## config.mk

```make
export PLATFORM = sky130hd
export DESIGN_NAME = pll_swover_seq
export DESIGN_NICKNAME = d
export VERILOG_FILES = /design/src/rtl/pll_swover_pkg.sv /design/src/rtl/swo_sync.sv /design/src/rtl/swo_timer.sv /design/src/rtl/swo_lock_qual.sv /design/src/rtl/swo_fsm.sv /design/src/rtl/pll_swover_seq.sv
export SDC_FILE = /design/constraint.sdc
export NUM_CORES = 1
export LEC_CHECK = 0
export BUFFER_PORTS_ARGS = -buffer_cell sky130_fd_sc_hd__buf_4
export CORE_MARGIN = 10
export CORE_UTILIZATION = 32
export DETAILED_ROUTE_END_ITERATION = 7
export GPL_ROUTABILITY_DRIVEN = 0
export SLEW_MARGIN = 20
export SYNTH_ARGS = -nofsm -noshare
export SYNTH_HDL_FRONTEND = slang
export SYNTH_SLANG_ARGS = --single-unit
```

## constraint.sdc

```tcl
create_clock -name clk -period 2.9 [get_ports clk]
set_input_delay 0.29 -clock clk [delete_from_list [all_inputs] [get_ports clk]]
set_output_delay 0.29 -clock clk [all_outputs]
set_load 0.02 [all_outputs]
```

## src/rtl/pll_swover_pkg.sv

```systemverilog
`timescale 1ns/1ps
package pll_swover_pkg;

  typedef enum logic [2:0] {
    ST_IDLE   = 3'd0,
    ST_FREEZE = 3'd1,
    ST_SWITCH = 3'd2,
    ST_RESET  = 3'd3,
    ST_WAIT   = 3'd4,
    ST_STABLE = 3'd5,
    ST_RUN    = 3'd6
  } swo_state_e;

  localparam int STATUS_W = 6;

endpackage

```

## src/rtl/swo_sync.sv

```systemverilog
`timescale 1ns/1ps
module swo_sync #(
  parameter int W = 3
) (
  input  logic         clk,
  input  logic         rst_n,
  input  logic [W-1:0] d_i,
  output logic [W-1:0] q_o
);

  genvar gi;
  generate
    for (gi = 0; gi < W; gi++) begin : g_bit
      logic meta_q;
      logic sync_q;
      always_ff @(posedge clk or negedge rst_n) begin
        if (!rst_n) begin
          meta_q <= 1'b0;
          sync_q <= 1'b0;
        end else begin
          meta_q <= d_i[gi];
          sync_q <= meta_q;
        end
      end
      assign q_o[gi] = sync_q;
    end
  endgenerate

endmodule

```

## src/rtl/swo_timer.sv

```systemverilog
`timescale 1ns/1ps
module swo_timer #(
  parameter int W = 8
) (
  input  logic         clk,
  input  logic         rst_n,
  input  logic         load_i,
  input  logic [W-1:0] load_val_i,
  input  logic         run_i,
  output logic         done_o
);

  logic [W-1:0] cnt_q;
  logic [W-1:0] cnt_d;
  logic         cnt_en;

  always_comb begin
    cnt_en = load_i || (run_i && (cnt_q != '0));
    cnt_d  = load_i ? load_val_i : (cnt_q - W'(1));
  end

  always_ff @(posedge clk or negedge rst_n) begin
    if (!rst_n) begin
      cnt_q <= '0;
    end else if (cnt_en) begin
      cnt_q <= cnt_d;
    end
  end

  assign done_o = (cnt_q == '0);

endmodule

```

## src/rtl/swo_lock_qual.sv

```systemverilog
`timescale 1ns/1ps
module swo_lock_qual #(
  parameter int LOCK_STABLE = 64
) (
  input  logic clk,
  input  logic rst_n,
  input  logic en_i,
  input  logic lock_i,
  output logic stable_o
);

  localparam int LQ_W = $clog2(LOCK_STABLE + 1);

  logic [LQ_W-1:0] cnt_q;
  logic [LQ_W-1:0] cnt_d;
  logic            at_end;

  assign at_end = (cnt_q == LQ_W'(LOCK_STABLE - 1));

  always_comb begin
    if (!en_i || !lock_i) begin
      cnt_d = '0;
    end else if (at_end) begin
      cnt_d = cnt_q;
    end else begin
      cnt_d = cnt_q + LQ_W'(1);
    end
  end

  always_ff @(posedge clk or negedge rst_n) begin
    if (!rst_n) begin
      cnt_q <= '0;
    end else begin
      cnt_q <= cnt_d;
    end
  end

  assign stable_o = en_i && lock_i && at_end;

endmodule

```

## src/rtl/swo_fsm.sv

```systemverilog
`timescale 1ns/1ps
module swo_fsm
  import pll_swover_pkg::*;
(
  input  logic       clk,
  input  logic       rst_n,
  input  logic       bad_a_i,
  input  logic       bad_b_i,
  input  logic       lock_i,
  input  logic       req_i,
  input  logic       rst_done_i,
  input  logic       tmo_done_i,
  input  logic       lock_stable_i,
  output swo_state_e state_o,
  output swo_state_e next_o,
  output logic       active_o,
  output logic       req_err_o,
  output logic       lock_fail_o
);

  swo_state_e state_q, state_d;
  logic       pend_q, pend_d;
  logic       act_q, act_d;
  logic       err_q, err_d;
  logic       fail_q, fail_d;
  logic       bad_any;

  assign bad_any = bad_a_i || bad_b_i;

  always_comb begin
    state_d = state_q;
    pend_d  = pend_q;
    act_d   = act_q;
    err_d   = err_q || (req_i && bad_any);
    fail_d  = fail_q;
    unique case (state_q)
      ST_IDLE: state_d = ST_RESET;
      ST_RUN: begin
        if (bad_any) begin
          state_d = ST_FREEZE;
        end else if (req_i) begin
          state_d = ST_FREEZE;
          pend_d  = 1'b1;
        end
      end
      ST_FREEZE: begin
        if (!bad_any) begin
          state_d = pend_q ? ST_SWITCH : ST_RESET;
        end
      end
      ST_SWITCH: begin
        state_d = ST_RESET;
        pend_d  = 1'b0;
        act_d   = !act_q;
      end
      ST_RESET: begin
        if (rst_done_i) state_d = ST_WAIT;
      end
      ST_WAIT: begin
        if (bad_any) begin
          state_d = ST_FREEZE;
        end else if (tmo_done_i) begin
          state_d = ST_RESET;
          fail_d  = 1'b1;
        end else if (lock_i) begin
          state_d = ST_STABLE;
        end
      end
      ST_STABLE: begin
        if (bad_any) begin
          state_d = ST_FREEZE;
        end else if (lock_stable_i) begin
          state_d = ST_RUN;
        end else if (tmo_done_i) begin
          state_d = ST_RESET;
          fail_d  = 1'b1;
        end else if (!lock_i) begin
          state_d = ST_WAIT;
        end
      end
      default: state_d = ST_IDLE;
    endcase
  end

  always_ff @(posedge clk or negedge rst_n) begin
    if (!rst_n) begin
      state_q <= ST_IDLE;
      pend_q  <= 1'b0;
      act_q   <= 1'b0;
      err_q   <= 1'b0;
      fail_q  <= 1'b0;
    end else begin
      state_q <= state_d;
      pend_q  <= pend_d;
      act_q   <= act_d;
      err_q   <= err_d;
      fail_q  <= fail_d;
    end
  end

  assign state_o     = state_q;
  assign next_o      = state_d;
  assign active_o    = act_q;
  assign req_err_o   = err_q;
  assign lock_fail_o = fail_q;

endmodule

```

## src/rtl/pll_swover_seq.sv

```systemverilog
`timescale 1ns/1ps
module pll_swover_seq
  import pll_swover_pkg::*;
#(
  parameter int CLK_PERIOD_PS = 8000,
  parameter int RST_MIN_NS    = 10,
  parameter int RST_LEN_W     = 8,
  parameter int LOCK_STABLE   = 64,
  parameter int LOCK_TMO      = 100000
) (
  input  logic                 clk,
  input  logic                 rst_n,
  input  logic                 ref_bad_a_i,
  input  logic                 ref_bad_b_i,
  input  logic                 pll_lock_i,
  input  logic                 swap_req_i,
  input  logic [RST_LEN_W-1:0] rst_len_i,
  output logic                 ref_swap_o,
  output logic                 pd_en_o,
  output logic                 pll_rst_o,
  output logic                 out_en_o,
  output logic [STATUS_W-1:0]  status_o
);

  localparam int MIN_RAW = (RST_MIN_NS * 1000 + CLK_PERIOD_PS - 1) / CLK_PERIOD_PS;
  localparam int MIN_RST = (MIN_RAW < 1) ? 1 : MIN_RAW;
  localparam int MIN_W   = $clog2(MIN_RST + 1);
  localparam int RCNT_W  = (RST_LEN_W > MIN_W) ? RST_LEN_W : MIN_W;
  localparam int TMO_W   = $clog2(LOCK_TMO + 1);

  logic [2:0]        async_in, sync_out;
  logic              bad_a_s, bad_b_s, lock_s;
  swo_state_e        state, nxt;
  logic              active, req_err, lock_fail;
  logic              rst_done, tmo_done, lock_stable;
  logic              rst_load, tmo_load;
  logic [RCNT_W-1:0] req_len, eff_len;
  logic [RCNT_W-1:0] rst_min_len;

  assign async_in = {pll_lock_i, ref_bad_b_i, ref_bad_a_i};

  swo_sync #(.W(3)) u_sync (
    .clk   (clk),
    .rst_n (rst_n),
    .d_i   (async_in),
    .q_o   (sync_out)
  );

  assign bad_a_s = sync_out[0];
  assign bad_b_s = sync_out[1];
  assign lock_s  = sync_out[2];

  assign rst_min_len = RCNT_W'(MIN_RST);
  assign req_len     = RCNT_W'(rst_len_i);
  assign eff_len     = (req_len > rst_min_len) ? req_len : rst_min_len;

  assign rst_load = (nxt == ST_RESET) && (state != ST_RESET);
  assign tmo_load = (nxt == ST_WAIT) && (state == ST_RESET);

  swo_timer #(.W(RCNT_W)) u_rst_tmr (
    .clk        (clk),
    .rst_n      (rst_n),
    .load_i     (rst_load),
    .load_val_i (eff_len - RCNT_W'(1)),
    .run_i      (state == ST_RESET),
    .done_o     (rst_done)
  );

  swo_timer #(.W(TMO_W)) u_tmo_tmr (
    .clk        (clk),
    .rst_n      (rst_n),
    .load_i     (tmo_load),
    .load_val_i (TMO_W'(LOCK_TMO - 1)),
    .run_i      ((state == ST_WAIT) || (state == ST_STABLE)),
    .done_o     (tmo_done)
  );

  swo_lock_qual #(.LOCK_STABLE(LOCK_STABLE)) u_lockq (
    .clk      (clk),
    .rst_n    (rst_n),
    .en_i     (state == ST_STABLE),
    .lock_i   (lock_s),
    .stable_o (lock_stable)
  );

  swo_fsm u_fsm (
    .clk           (clk),
    .rst_n         (rst_n),
    .bad_a_i       (bad_a_s),
    .bad_b_i       (bad_b_s),
    .lock_i        (lock_s),
    .req_i         (swap_req_i),
    .rst_done_i    (rst_done),
    .tmo_done_i    (tmo_done),
    .lock_stable_i (lock_stable),
    .state_o       (state),
    .next_o        (nxt),
    .active_o      (active),
    .req_err_o     (req_err),
    .lock_fail_o   (lock_fail)
  );

  assign ref_swap_o = (state == ST_SWITCH);
  assign pll_rst_o  = (state == ST_RESET);
  assign out_en_o   = (state == ST_RUN);
  assign pd_en_o    = (state == ST_WAIT) || (state == ST_STABLE) || (state == ST_RUN);
  assign status_o   = {lock_fail, req_err, active, state};

endmodule

```

### After elaboration in Yosys (flattened, before gate mapping)

Index checks and enable logic that the tools add are counted.

* add/subtract/negate cells: 4
* order comparisons: 1
* equal/unequal tests: 16
* multiplexer cells: 26
* reductions and logical operators: 27

Operators by type and width (number)
* $mux 3: 11
* $pmux 3 s6: 1
* $logic_not 17->1: 1
* $mux 17: 1
* $reduce_bool 17->1: 1
* $sub 17x1->17 const B: 1
* $mux 8: 2
* $sub 8x1->8 const B: 2
* $mux 7: 2
* $eq 3x3->1 const B: 4
* $ne 2x2->1 const B: 6
* $eq 3x2->1 const B: 3
* $gt 8x2->1 const B: 1
* $logic_not 8->1: 1
* $reduce_bool 8->1: 1
* $add 7x1->7 const B: 1
* $eq 7x6->1 const B: 1
* $logic_and 1x1->1: 7
* $logic_or 1x1->1: 7
* $mux 1: 7
* $pmux 1 s2: 2
* $reduce_and 4->1: 1
* $reduce_bool 2->1: 2
* $eq 3x1->1 const B: 1
* other kinds (5): 7

* register bits: 45
* input bits: 14
* output and inout bits: 10
* logic and storage cells: 88

### Logic depth before layout (Yosys ltp)

Gate-level depths: netlist of the first run.

* depth in word-level cells: 9
* mapped depth: 16
* depth with buffers taken out: 15

### Cells and area by module

Synthesis of the first run repeated with hierarchy kept, for this count alone.

* cell total of the unflattened synthesis: 316
* area, all modules: 2857.7 µm²

Modules (own cells, without submodules)
* swo_timer at u_tmo_tmr: instances 1, cells an instance 134, area an instance 1132.3 µm²
* swo_timer at u_rst_tmr: instances 1, cells an instance 58, area an instance 528.0 µm²
* swo_fsm: instances 1, cells an instance 42, area an instance 396.6 µm²
* swo_lock_qual: instances 1, cells an instance 36, area an instance 380.4 µm²
* pll_swover_seq: instances 1, cells an instance 37, area an instance 247.7 µm²
* swo_sync: instances 1, cells an instance 9, area an instance 172.7 µm²

### Worst setup path before layout of the first run

No wires, ideal clock.

* path type: reg-to-reg
* start: register u_fsm.state_q[1] (netlist: u_fsm.state_o[1])
* end: register u_rst_tmr.cnt_q[4]
* setup time: 0.066 ns
* arrival time: 3.106 ns
* setup slack: -0.271 ns
* cell stages (with the launch flop): 13
* buffers on the path: 1
* period minus slack after synthesis: 3.171 ns
* cells stage by stage: dfrtp_1 > nand4b_2 > nor4_2 > a211oi_1 > or4_1 > buf_2 > nand3_1 > mux2i_1 > ha_1 > inv_1 > or4_2 > mux2i_1 > a22o_1

* cells in the longest elaborated chain, start to end: 9

Ends and longest elaborated chain
* start: declaration: RTL line swo_fsm.sv:21 `swo_state_e state_q, state_d;`
* start signal: assignment: RTL line swo_fsm.sv:93 `state_q <= state_d;`
* $eq 3x3->1: RTL line swo_fsm.sv:36, pll_swover_seq.sv:81
* $logic_and 1x1->1 (2 in series): RTL line swo_lock_qual.sv:38 `assign stable_o = en_i && lock_i && at_end;`
* $mux 3: RTL line swo_fsm.sv:72 `end else if (lock_stable_i) begin`
* $mux 3: RTL line swo_fsm.sv:70 `if (bad_any) begin`
* $pmux 3 s6: RTL line swo_fsm.sv:36 `unique case (state_q)`
* $eq 3x2->1: RTL line pll_swover_seq.sv:57 `assign rst_load = (nxt == ST_RESET) && (state != ST_RESET);`
* $logic_and 1x1->1: RTL line pll_swover_seq.sv:57
* $mux 8 / $logic_or 1x1->1 (equally long branches): RTL line swo_timer.sv:19, swo_timer.sv:18
* end signal: assignment: RTL line swo_timer.sv:26 `cnt_q <= cnt_d;`
* end: declaration: RTL line swo_timer.sv:13 `logic [W-1:0] cnt_q;`

Several ways; a longest one is shown, not always the timed one.
A chain may end at the register's enable or synchronous reset.

### Final worst setup path of the first run

* start: register u_lockq.cnt_q[0]
* end: register u_rst_tmr.cnt_q[4]

* cells in the longest elaborated chain, start to end: 8

Ends and longest elaborated chain
* start: declaration: RTL line swo_lock_qual.sv:14 `logic [LQ_W-1:0] cnt_q;`
* start signal: assignment: RTL line swo_lock_qual.sv:34 `cnt_q <= cnt_d;`
* $eq 7x6->1 (*): RTL line swo_lock_qual.sv:18 `assign at_end = (cnt_q == LQ_W'(LOCK_STABLE - 1));`
* $logic_and 1x1->1 (*): RTL line swo_lock_qual.sv:38
* $mux 3 (*): RTL line swo_fsm.sv:72
* $mux 3 (*): RTL line swo_fsm.sv:70
* $pmux 3 s6 (*): RTL line swo_fsm.sv:36
* $eq 3x2->1 (*): RTL line pll_swover_seq.sv:57
* $logic_and 1x1->1 (*): RTL line pll_swover_seq.sv:57
* $mux 8 / $logic_or 1x1->1 (equally long branches): RTL line swo_timer.sv:19, swo_timer.sv:18

Mark *: on every way between the ends. The rest lies on a longest branch, timed or not.

==> qor.yml, run 1 <==
critical_path_arrival_ns: 3.15
ys_types: 60
clk_latency_ns: 0.31
cts_tree: "done"
clk_pin_slew_ns: 0.10
mostFrequentLayoutCells: "buf_4, dfrtp_1, nor2_1"
rsz0062_at_grt: "true"
placed_area_mm2: 0.00307
vias: 2109
critPathCaptureType: "register"
clockBufferDepth: 2
min_from: "ref_bad_a_i"
p_leak_nw: 1.50
max_stage_delay_ns: 0.51
tns_ns: 0
ant_nets: 0
cpMostUsedCell: "or4_4"
port_buffers: 23
numCtsBuffers: 5
fin_area_mm2: 0.00328
synth-edff-count: 0
die_x_um: 109
core_mm2: 0.00773
multi_input_area_mm2: 0.00143
ys_warn_count: 0
post-route-drc-count: 0
grt_max_degree: 46
antenna_found_initial: 0
synthAdderAreaFrac_pct: 1.96
grt_pass1_wl_mm: 9.60
finalSetupViolCount: 0
irDropWorstVdd_v: 0.000412
fmax_ghz: 0.345
drive_gt1_share_pct: 32.1
timing.hold.ws_ns: 0.0743
routed_wl_mm: 5.97
synth_xor_area_share_pct: 8.24
critical_path_required_ns: 3.15
drv_cap: 0
utilization_pct: 42.5
crit_chain: "ha_2 -> nand4_1 -> nor4_4 -> a211oi_2 -> or4_4 -> nand3_4 -> mux2i_4 -> ha_4 -> inv_4 -> or4_4 -> mux2i_1 -> a22o_1"
ys_seq_elements: 45
async_flop_share_pct: 100
die_area_mm2: 0.0119
min_to: "u_sync.g_bit[0].meta_q"
layout_min_cycle_time_ns: 2.90
fillers: 747
cp_top_family: "simple AND/OR/NAND/NOR gates"
hold_path_depth: 1
die_h_um: 109
path_class: "reg2reg"
overflow: 0
synth_nets: 282
finClkSkew_ns: 0.0165
synth-simple-area-share_pct: 29.3
rr_endpoint: "u_rst_tmr.cnt_q[4]"
io_pins: 24
cts.root.buffer_cell: "clkbuf_8"
hold_violations: 0
status: "completed"
first_iter_violations: 114
finalCritPeriodShare_pct: 99.9
critPathLaunchType: "register"
yosysSeqAreaShare_pct: 44.1
cpMaxStageDelayCell: "or4_4"
regToRegSetupSlack_ns: 0.004
drt_pre_antenna_iters: 4
syn_inst: 264
numClockSinks: 45
power.total_mw: 2.84
area_growth_pct: 28.7
maxSlewViolCount: 0
grt_pass1_vias: 2055
wl_per_cell_um: 14.2
path_buf_inv: 1
synth-compound-area-share_pct: 8.88
hold_class: "in2reg"
crit_fanout: 4
vias_per_cell: 5.02
fin_nets: 335
synth_ff_type: "dfrtp_1"
gr-usage-all-layers_pct: 9.89
worst_slew_pin_slew_ns: 0.611
synth_top_family_by_area: "simple AND/OR/NAND/NOR gates"
start_util_pct: 33.0
seqCellArea_mm2: 0.00113
reg2reg_depth: 12
syn_area_per_cell_um2: 9.66
rows: 32
yosys-mux-area-fraction_pct: 2.40
final_common_cell: "buf_4"
htree_levels: 2
diodes: 0
timing.rr.start: "u_lockq.cnt_q[0]"
power_density_mw_per_mm2: 864
synth_area_mm2: 0.00255
slew_headroom_pct: 59.0
dp_hpwl_mm: 4.26
-- cell usage after synthesis (2+ instances only) --
master,instances,area (um2)
xor2_1,18,158
nand3_1,11,55.1
nor3_1,12,60.1
a31oi_1,3,18.8
o211ai_1,4,30.0
a21oi_1,7,35.0
dfrtp_1,45,1130
clkbuf_8,2,27.5
mux2i_1,5,50.1
or2b_2,3,26.3
buf_2,2,10.0
nor2b_1,7,43.8
ha_1,4,50.1
o21ai_0,3,15.0
buf_4,3,22.5
nand2_1,17,63.8
nor4_1,4,25.0
and3_1,2,12.5
or4_1,3,22.5
and3_2,2,15.0
inv_1,9,33.8
clkbuf_1,3,11.3
xnor2_1,6,52.6
and2_1,3,18.8
nor2_1,28,105
nand4_1,14,87.6
nor3b_1,2,15.0
nand2b_1,4,25.0
a21o_1,2,15.0
or3_1,6,37.5
-- per-stage QoR --
stage | worst slack, ns | std cells
2_1_floorplan | -0.0429 | 264
3_3_place_gp | -0.00279 | 410
3_5_place_dp | -0.0407 | 410
4_1_cts | -0.0293 | 419
5_1_grt | -0.188 | 420
6_report | 0.00402 | 420
-- routing by layer --
layer | wire length (um) | vias to the layer above | global-route usage, % | share of wire [%]
met5 | 0 | - | 0 | 0
met4 | 63 | 0 | 3.07 | 1.1
met2 | 2710 | 36 | 15.0 | 45
li1 | - | 1050 | - | -
met1 | 2910 | 1017 | 13.3 | 49
met3 | 283 | 6 | 2.93 | 4.7
-- cell type report --
type	count	share of cell area, %
Timing Repair Buffer	59	13.6
Inverter	9	1.11
Multi-Input combinational cell	197	43.5
Tap cell	102	3.89
Clock buffer	5	2.10
Sequential cell	45	34.4
Clock inverter	3	1.45
-- worst register-to-register path, delay by kind of cell, from the launching register on --
| kind | cells | cell delay (ns) |
|---|---|---|
| AND/OR/NAND/NOR | 5 | 1.48 |
| multiplexers | 2 | 0.39 |
| flip-flops | 1 | 0.37 |
| adder cells (fa/ha/maj) | 2 | 0.35 |
| AO/OA/AOI/OAI | 2 | 0.19 |
| buffers and inverters | 1 | 0.04 |
-- registers in the layout (all words and copies together) (netlist names), 3 cells and up --
signal / cells
u_tmo_tmr.cnt_q: 17
u_rst_tmr.cnt_q: 8
u_lockq.cnt_q: 7
u_fsm.state_o: 3
u_sync.g_bit.meta_q: 3
u_sync.g_bit.sync_q: 3
-- power by group --
group / leakage (nW) / switching [mW] / internal, mW
clock network: 0.0591 / 0.239 / 0.263
registers: 0.571 / 0.154 / 0.787
logic: 0.869 / 0.724 / 0.670
-- cell families after synthesis --
group	count (synthesis)
XOR/XNOR	24
flip-flops	45
AND/OR/NAND/NOR	131
multiplexers	6
buffers and inverters	22
adder cells (fa/ha/maj)	4
AO/OA/AOI/OAI	32
-- what timing repair did --
item | CTS | global route
endpoints found under the hold margin | 36 | 0
hold buffers | 1 | 0
pin swaps | 0 | 9
setup buffers | 0 | 1
gates resized for setup | 1 | 17
endpoints found under the setup margin | 2 | 3
-- worst max path at each step --
stage,from,to,slack (ns),cells past startpoint
finish,u_lockq.cnt_q[0],u_rst_tmr.cnt_q[4],0.004,12
global route,u_lockq.cnt_q[1],u_rst_tmr.cnt_q[4],-0.19,12
CTS,u_lockq.cnt_q[0],u_rst_tmr.cnt_q[4],-0.03,12
detailed placement,u_lockq.cnt_q[0],u_rst_tmr.cnt_q[4],-0.04,12
global placement,u_lockq.cnt_q[6],u_rst_tmr.cnt_q[4],-0.003,13
floorplan,u_rst_tmr.cnt_q[2],u_rst_tmr.cnt_q[4],-0.04,12
Power figures use the tool's default switching activity.
==> run 2, diff against run 1 <==
- clock period: 2.9 -> 3.7 ns (I/O delays scaled with it)
==> run 2 against run 1 <==
Effect of this change: utilization down 5.2 points; sequential cell count unchanged; critical path type unchanged; combinational power down 42%.
==> qor.yml, run 2 (synthesis gave the netlist of run 1 again) <==
power_density_mw_per_mm2: 650  # -25%
final_common_cell: "dfrtp_1"
critical_path_arrival_ns: 3.64  # +0.49 ns
p_leak_nw: 1.28  # -15%
antenna_found_initial: 0  # unchanged
tns_ns: 0  # unchanged
core_mm2: 0.00773  # unchanged
fmax_ghz: 0.294  # -15%
grt_pass1_wl_mm: 9.44  # -1.6%
top_register: "u_tmo_tmr.cnt_q"
diodes: 0  # unchanged
layout_min_cycle_time_ns: 3.40  # +0.508 ns
largest_register_ffs: 17  # unchanged
finClkSkew_ns: 0.00353  # -0.0130 ns
fillers: 772  # +3.3%
vias: 1956  # -7.3%
port_buffers: 23  # unchanged
drive_gt1_share_pct: 18.2  # -14 points
first_iter_violations: 121  # +6.1%
maxSlewViolCount: 0  # unchanged
numClockSinks: 45  # unchanged
rr_endpoint: "u_rst_tmr.cnt_q[4]"
mostFrequentLayoutCells: "dfrtp_1, nor2_1, buf_4"
finalNonFillerCells: 388  # -7.6%
routed_wl_mm: 5.47  # -8.3%
area_growth_pct: 13.0
placed_area_mm2: 0.00279  # -8.9%
grt_max_degree: 46  # unchanged
critPathLaunchType: "register"
power.total_mw: 1.87  # -34%
largestRegisters: "u_tmo_tmr.cnt_q x17, u_rst_tmr.cnt_q x8, u_lockq.cnt_q x7"
critPathCaptureType: "register"
die_area_mm2: 0.0119  # unchanged
clockBufferDepth: 2  # unchanged
rows: 32  # unchanged
reg2reg_depth: 11  # -1
die_x_um: 109  # unchanged
vias_per_cell: 5.04  # +0.39%
dp_hpwl_mm: 4.07  # -4.6%
multi_input_area_mm2: 0.00129  # -9.4%
path_class: "reg2reg"
hold_buffers: 0  # -1
status: "completed"
finalSetupViolCount: 0  # unchanged
clk_pin_slew_ns: 0.08  # -0.02 ns
grt_pass1_vias: 1969  # -4.2%
dp_cells: 381  # -7.1%
drt_pre_antenna_iters: 4  # unchanged
die_h_um: 109  # unchanged
overflow: 0  # unchanged
post-route-drc-count: 0  # unchanged
io_pins: 24  # unchanged
finalCritPeriodShare_pct: 92.0  # -7.9 points
rsz0062_at_grt: "false"
drv_cap: 0  # unchanged
slew_headroom_pct: 62.6  # +3.7 points
irDropWorstVdd_v: 0.000333  # -19%
wl_per_cell_um: 14.1  # -0.77%
gr-usage-all-layers_pct: 9.65  # -0.24 points
worst_slew_pin_slew_ns: 0.557  # -0.0544 ns
hold_violations: 0  # unchanged
cts.root.buffer_cell: "clkbuf_8"
fin_area_mm2: 0.00288  # -12%
hold_class: "in2async"
seqCellArea_mm2: 0.00113  # -0.11%
critical_path_required_ns: 3.94  # +0.79 ns
timing.rr.start: "u_rst_tmr.cnt_q[3]"
numCtsBuffers: 5  # unchanged
fin_nets: 304  # -9.3%
clk_latency_ns: 0.30  # about the same
cts_tree: "done"
htree_levels: 2  # unchanged
start_util_pct: 33.0  # unchanged
regToRegSetupSlack_ns: 0.30  # +0.29 ns
ant_nets: 0  # unchanged
crit_fanout: 6  # +2
-- run 2: changes by cell type in the layout (fill, tap and decap cells not counted), sizes merged --
cell         previous run  this run
buf                    58        28
bufinv                  1         0
clkbuf                  5         6
clkinvlp                0         1
dlygate4sd3             1         0
inv                    11         9
-- run 2: critical path, cell delays in order (launching register included) --
cell and delay [ns]:
dfrtp_1 0.46, nor4_4 0.41, and2_1 0.22, a311oi_1 0.11, or4_1 0.56, nand3_1 0.16
mux2i_1 0.22, ha_1 0.24, inv_1 0.12, or4_2 0.55, mux2i_1 0.16, a22o_1 0.14
-- run 2: metal layers --
metal / global-route usage, % / share of wire, % / wire length [um] / vias up
met5: 0 / 0 / 0 / -
met3: 2.57 / 5.1 / 281 / 13
met4: 3.07 / 1.3 / 71 / 0
met1: 13.0 / 49 / 2680 / 917
met2: 14.8 / 45 / 2440 / 45
li1: - / - / - / 981
-- run 2: area by class of cell --
cell class	instances	share of cell area (%)
Timing Repair Buffer	28	7.29
Clock buffer	6	2.86
Multi-Input combinational cell	197	44.9
Sequential cell	45	39.1
Inverter	9	1.17
Tap cell	102	4.43
Clock inverter	1	0.260
-- run 2: worst max path at each step --
stage	startpoint	end	slack (ns)	depth (start not counted)
finish	u_rst_tmr.cnt_q[3]	u_rst_tmr.cnt_q[4]	0.30	11
global placement	u_fsm.state_o[2]	u_rst_tmr.cnt_q[4]	0.40	11
global route	u_fsm.state_o[1]	u_rst_tmr.cnt_q[4]	0.006	11
CTS	u_fsm.state_o[2]	u_rst_tmr.cnt_q[4]	0.31	11
detailed placement	u_fsm.state_o[2]	u_rst_tmr.cnt_q[4]	0.33	11
floorplan	u_fsm.state_o[1]	u_rst_tmr.cnt_q[4]	0.53	12
-- run 2: metrics by stage --
step	setup WS [ns]	util, %	hold slack [ns]
after global placement	0.400	36.1	0.334
after CTS	0.312	37.3	0.0762
after detailed placement	0.330	36.1	0.340
final	0.296	37.3	0.0626
after floorplan	0.529	-	0.0744
after global routing	0.00572	37.3	0.105
-- run 2: where the power goes --
| part | internal (mW) | leakage (nW) | switching [mW] | total, mW |
|---|---|---|---|---|
| Combinational | 0.353 | 0.667 | 0.449 | 0.802 |
| Sequential | 0.615 | 0.570 | 0.147 | 0.762 |
| Clock | 0.148 | 0.0433 | 0.163 | 0.311 |
| Total | 1.12 | 1.28 | 0.759 | 1.87 |
-- run 2: timing repair --
item / CTS / global route
endpoints found under the hold margin: 0 / 0
resized for setup: 0 / 1
buffers inserted: 0 / 0
setup endpoints to repair: 0 / 1
==> run 3, diff against run 2 <==
- RECOVER_POWER: not set -> 50
==> run 3 against run 2 <==
Effect of this change: the run now ends with capacitance limit, slew limit left; count of clock-buffer cells in the layout unchanged; fmax about the same; sequential cell count unchanged; combinational power about the same; via count unchanged; final area is 0.13% lower; global-route usage is the same; register-to-register slack about the same; critical endpoint unchanged; highest routed layer unchanged.
==> qor.yml, run 3 (synthesis gave the netlist of run 1 again) <==
status: "complete, but fails checks"
violations: "capacitance limit, slew limit"
regToRegSetupSlack_ns: 0.30  # about the same
dp_cells: 381  # unchanged
grt_max_degree: 46  # unchanged
timing.rr.start: "u_rst_tmr.cnt_q[3]"
critPathLaunchType: "register"
top_register: "u_tmo_tmr.cnt_q"
critPathCaptureType: "register"
cts.root.buffer_cell: "clkbuf_8"
fin_nets: 304  # unchanged
finClkSkew_ns: 0.00363  # +0.000103 ns
path_class: "reg2reg"
finalCritPeriodShare_pct: 92.0  # about the same
vias_per_cell: 5.04  # unchanged
tns_ns: 0  # unchanged
port_buffers: 23  # unchanged
max_stage_delay_ns: 0.56  # about the same
drt_pre_antenna_iters: 4  # unchanged
die_h_um: 109  # unchanged
routed_wl_mm: 5.47  # about the same
seqCellArea_mm2: 0.00113  # unchanged
clk_pin_slew_ns: 0.08  # about the same
cts_tree: "done"
drive_gt1_share_pct: 17.8  # -0.35 points
p_comb_share_pct: 42.7  # about the same
switchingPower_uw: 759  # about the same
largestRegisters: "u_tmo_tmr.cnt_q x17, u_rst_tmr.cnt_q x8, u_lockq.cnt_q x7"
final_common_cell: "dfrtp_1"
power.total_mw: 1.87  # about the same
dp_hpwl_mm: 4.07  # unchanged
cpMostUsedCell: "mux2i_1"
critical_path_arrival_ns: 3.64  # about the same
rows: 32  # unchanged
grt_pass1_wl_mm: 9.44  # unchanged
clk_latency_ns: 0.30  # about the same
finalNonFillerCells: 388  # unchanged
crit_chain: "nor4_4 -> and2_1 -> a311oi_1 -> or4_1 -> nand3_1 -> mux2i_1 -> ha_1 -> inv_1 -> or4_2 -> mux2i_1 -> a22o_1"
maxSlewViolCount: 46  # +46
numClockSinks: 45  # unchanged
drv_cap: 1  # +1
rsz0062_at_grt: "false"
gr-usage-all-layers_pct: 9.65  # unchanged
hold_path_depth: 1
die_area_mm2: 0.0119  # unchanged
critical_path_required_ns: 3.94  # about the same
die_x_um: 109  # unchanged
numCtsBuffers: 5  # unchanged
htree_levels: 2  # unchanged
cpMaxStageDelayCell: "or4_1"
slew_headroom_pct: -59.3  # -120 points
ant_nets: 0  # unchanged
area_growth_pct: 12.9
post-route-drc-count: 0  # unchanged
io_pins: 24  # unchanged
first_iter_violations: 121  # unchanged
multi_input_area_mm2: 0.00129  # unchanged
power_density_mw_per_mm2: 651  # about the same
irDropWorstVdd_v: 0.000333  # about the same
p_leak_nw: 1.28  # -0.33%
hold_violations: 0  # unchanged
antenna_found_initial: 0  # unchanged
clockBufferDepth: 2  # unchanged
grt_pass1_vias: 1969  # unchanged
place_ws_ns: 0.330  # unchanged
worst_slew_pin_slew_ns: 2.39  # +1.83 ns
diodes: 0  # unchanged
hold_class: "in2reg"
overflow: 0  # unchanged
crit_fanout: 6  # unchanged
finalSetupViolCount: 0  # unchanged
largest_register_ffs: 17  # unchanged
fmax_ghz: 0.294  # about the same
placed_area_mm2: 0.00279  # unchanged
min_to: "u_sync.g_bit[1].meta_q"
fillers: 771  # -0.13%
wl_per_cell_um: 14.1  # about the same
fin_area_mm2: 0.00288  # -0.13%
min_from: "ref_bad_b_i"
seq_power_share_pct: 40.7  # about the same
post-route-worst-setup-slack_ns: 0.296  # -0.000148 ns
p_int_mw: 1.12  # about the same
mostFrequentLayoutCells: "dfrtp_1, nor2_1, buf_4"
pwr-share-clk_pct: 16.6  # about the same
postCtsSetupRepairBufs: 0  # unchanged
reg2reg_depth: 11  # unchanged
core_mm2: 0.00773  # unchanged
rr_endpoint: "u_rst_tmr.cnt_q[4]"
layout_min_cycle_time_ns: 3.40  # +0.000148 ns
vias: 1956  # unchanged
start_util_pct: 33.0  # unchanged
switching_share_pct: 40.5  # about the same
## run 3: changes by cell type in the layout (fill, tap and decap cells not counted), sizes merged
cell / before / now
clkbuf: 6 / 10
buf: 28 / 24
## run 3: power groups by stage
stage / combinational, mW / sequential, mW / clock, mW
final: 0.801 / 0.762 / 0.311
after global routing: 0.908 / 0.785 / 0.341
after CTS: 0.800 / 0.759 / 0.323
after detailed placement: 0.797 / 0.766 / 0
after global placement: 0.789 / 0.764 / 0
after floorplan: 0.613 / 0.735 / 0
## run 3: area by class of cell
class                      count  area share, %
multi-input combinational    197           45.0
sequential                    45           39.1
timing repair buffer          28           7.17
tap                          102           4.43
clock buffer                   6           2.87
inverter                       9           1.17
clock inverter                 1          0.261
## run 3: repair_timing
| item | 4_1_cts | 5_1_grt |
|---|---|---|
| hold endpoints to repair | 0 | 0 |
| endpoints found under the setup margin | 0 | 1 |
| gates resized for setup | 0 | 1 |
| hold buffers | 0 | 0 |
## run 3: layer usage
metal  vias to the layer above  track usage (%)  wire length [um]
li1                        981                -                 -
met1                       917             13.0              2680
met2                        45             14.8              2430
met3                        13             2.57               285
met4                         0             3.07                71
met5                         -                0                 0
## run 3: worst max path at each step
stage / from / end / slack (ns) / cells past startpoint
floorplan: u_fsm.state_o[1] / u_rst_tmr.cnt_q[4] / 0.53 / 12
global placement: u_fsm.state_o[2] / u_rst_tmr.cnt_q[4] / 0.40 / 11
detailed placement: u_fsm.state_o[2] / u_rst_tmr.cnt_q[4] / 0.33 / 11
CTS: u_fsm.state_o[2] / u_rst_tmr.cnt_q[4] / 0.31 / 11
global route: u_fsm.state_o[1] / u_rst_tmr.cnt_q[4] / 0.006 / 11
finish: u_rst_tmr.cnt_q[3] / u_rst_tmr.cnt_q[4] / 0.30 / 11
## run 3: through the flow
stage	utilization (%)	hold WS [ns]
6_report	37.3	0.193
5_1_grt	37.3	0.187
4_1_cts	37.3	0.0762
3_5_place_dp	36.1	0.340
3_3_place_gp	36.1	0.334
2_1_floorplan	-	0.0744
## run 3: critical path, delay by kind of cell, from the launching register on
| family | cells | cell delay [ns] |
|---|---|---|
| AOI/OAI and AO/OA | 2 | 0.25 |
| adders and majority gates | 1 | 0.24 |
| buffers and inverters | 1 | 0.12 |
| DFF | 1 | 0.46 |
| muxes | 2 | 0.38 |
| and+or+nand+nor | 5 | 1.90 |
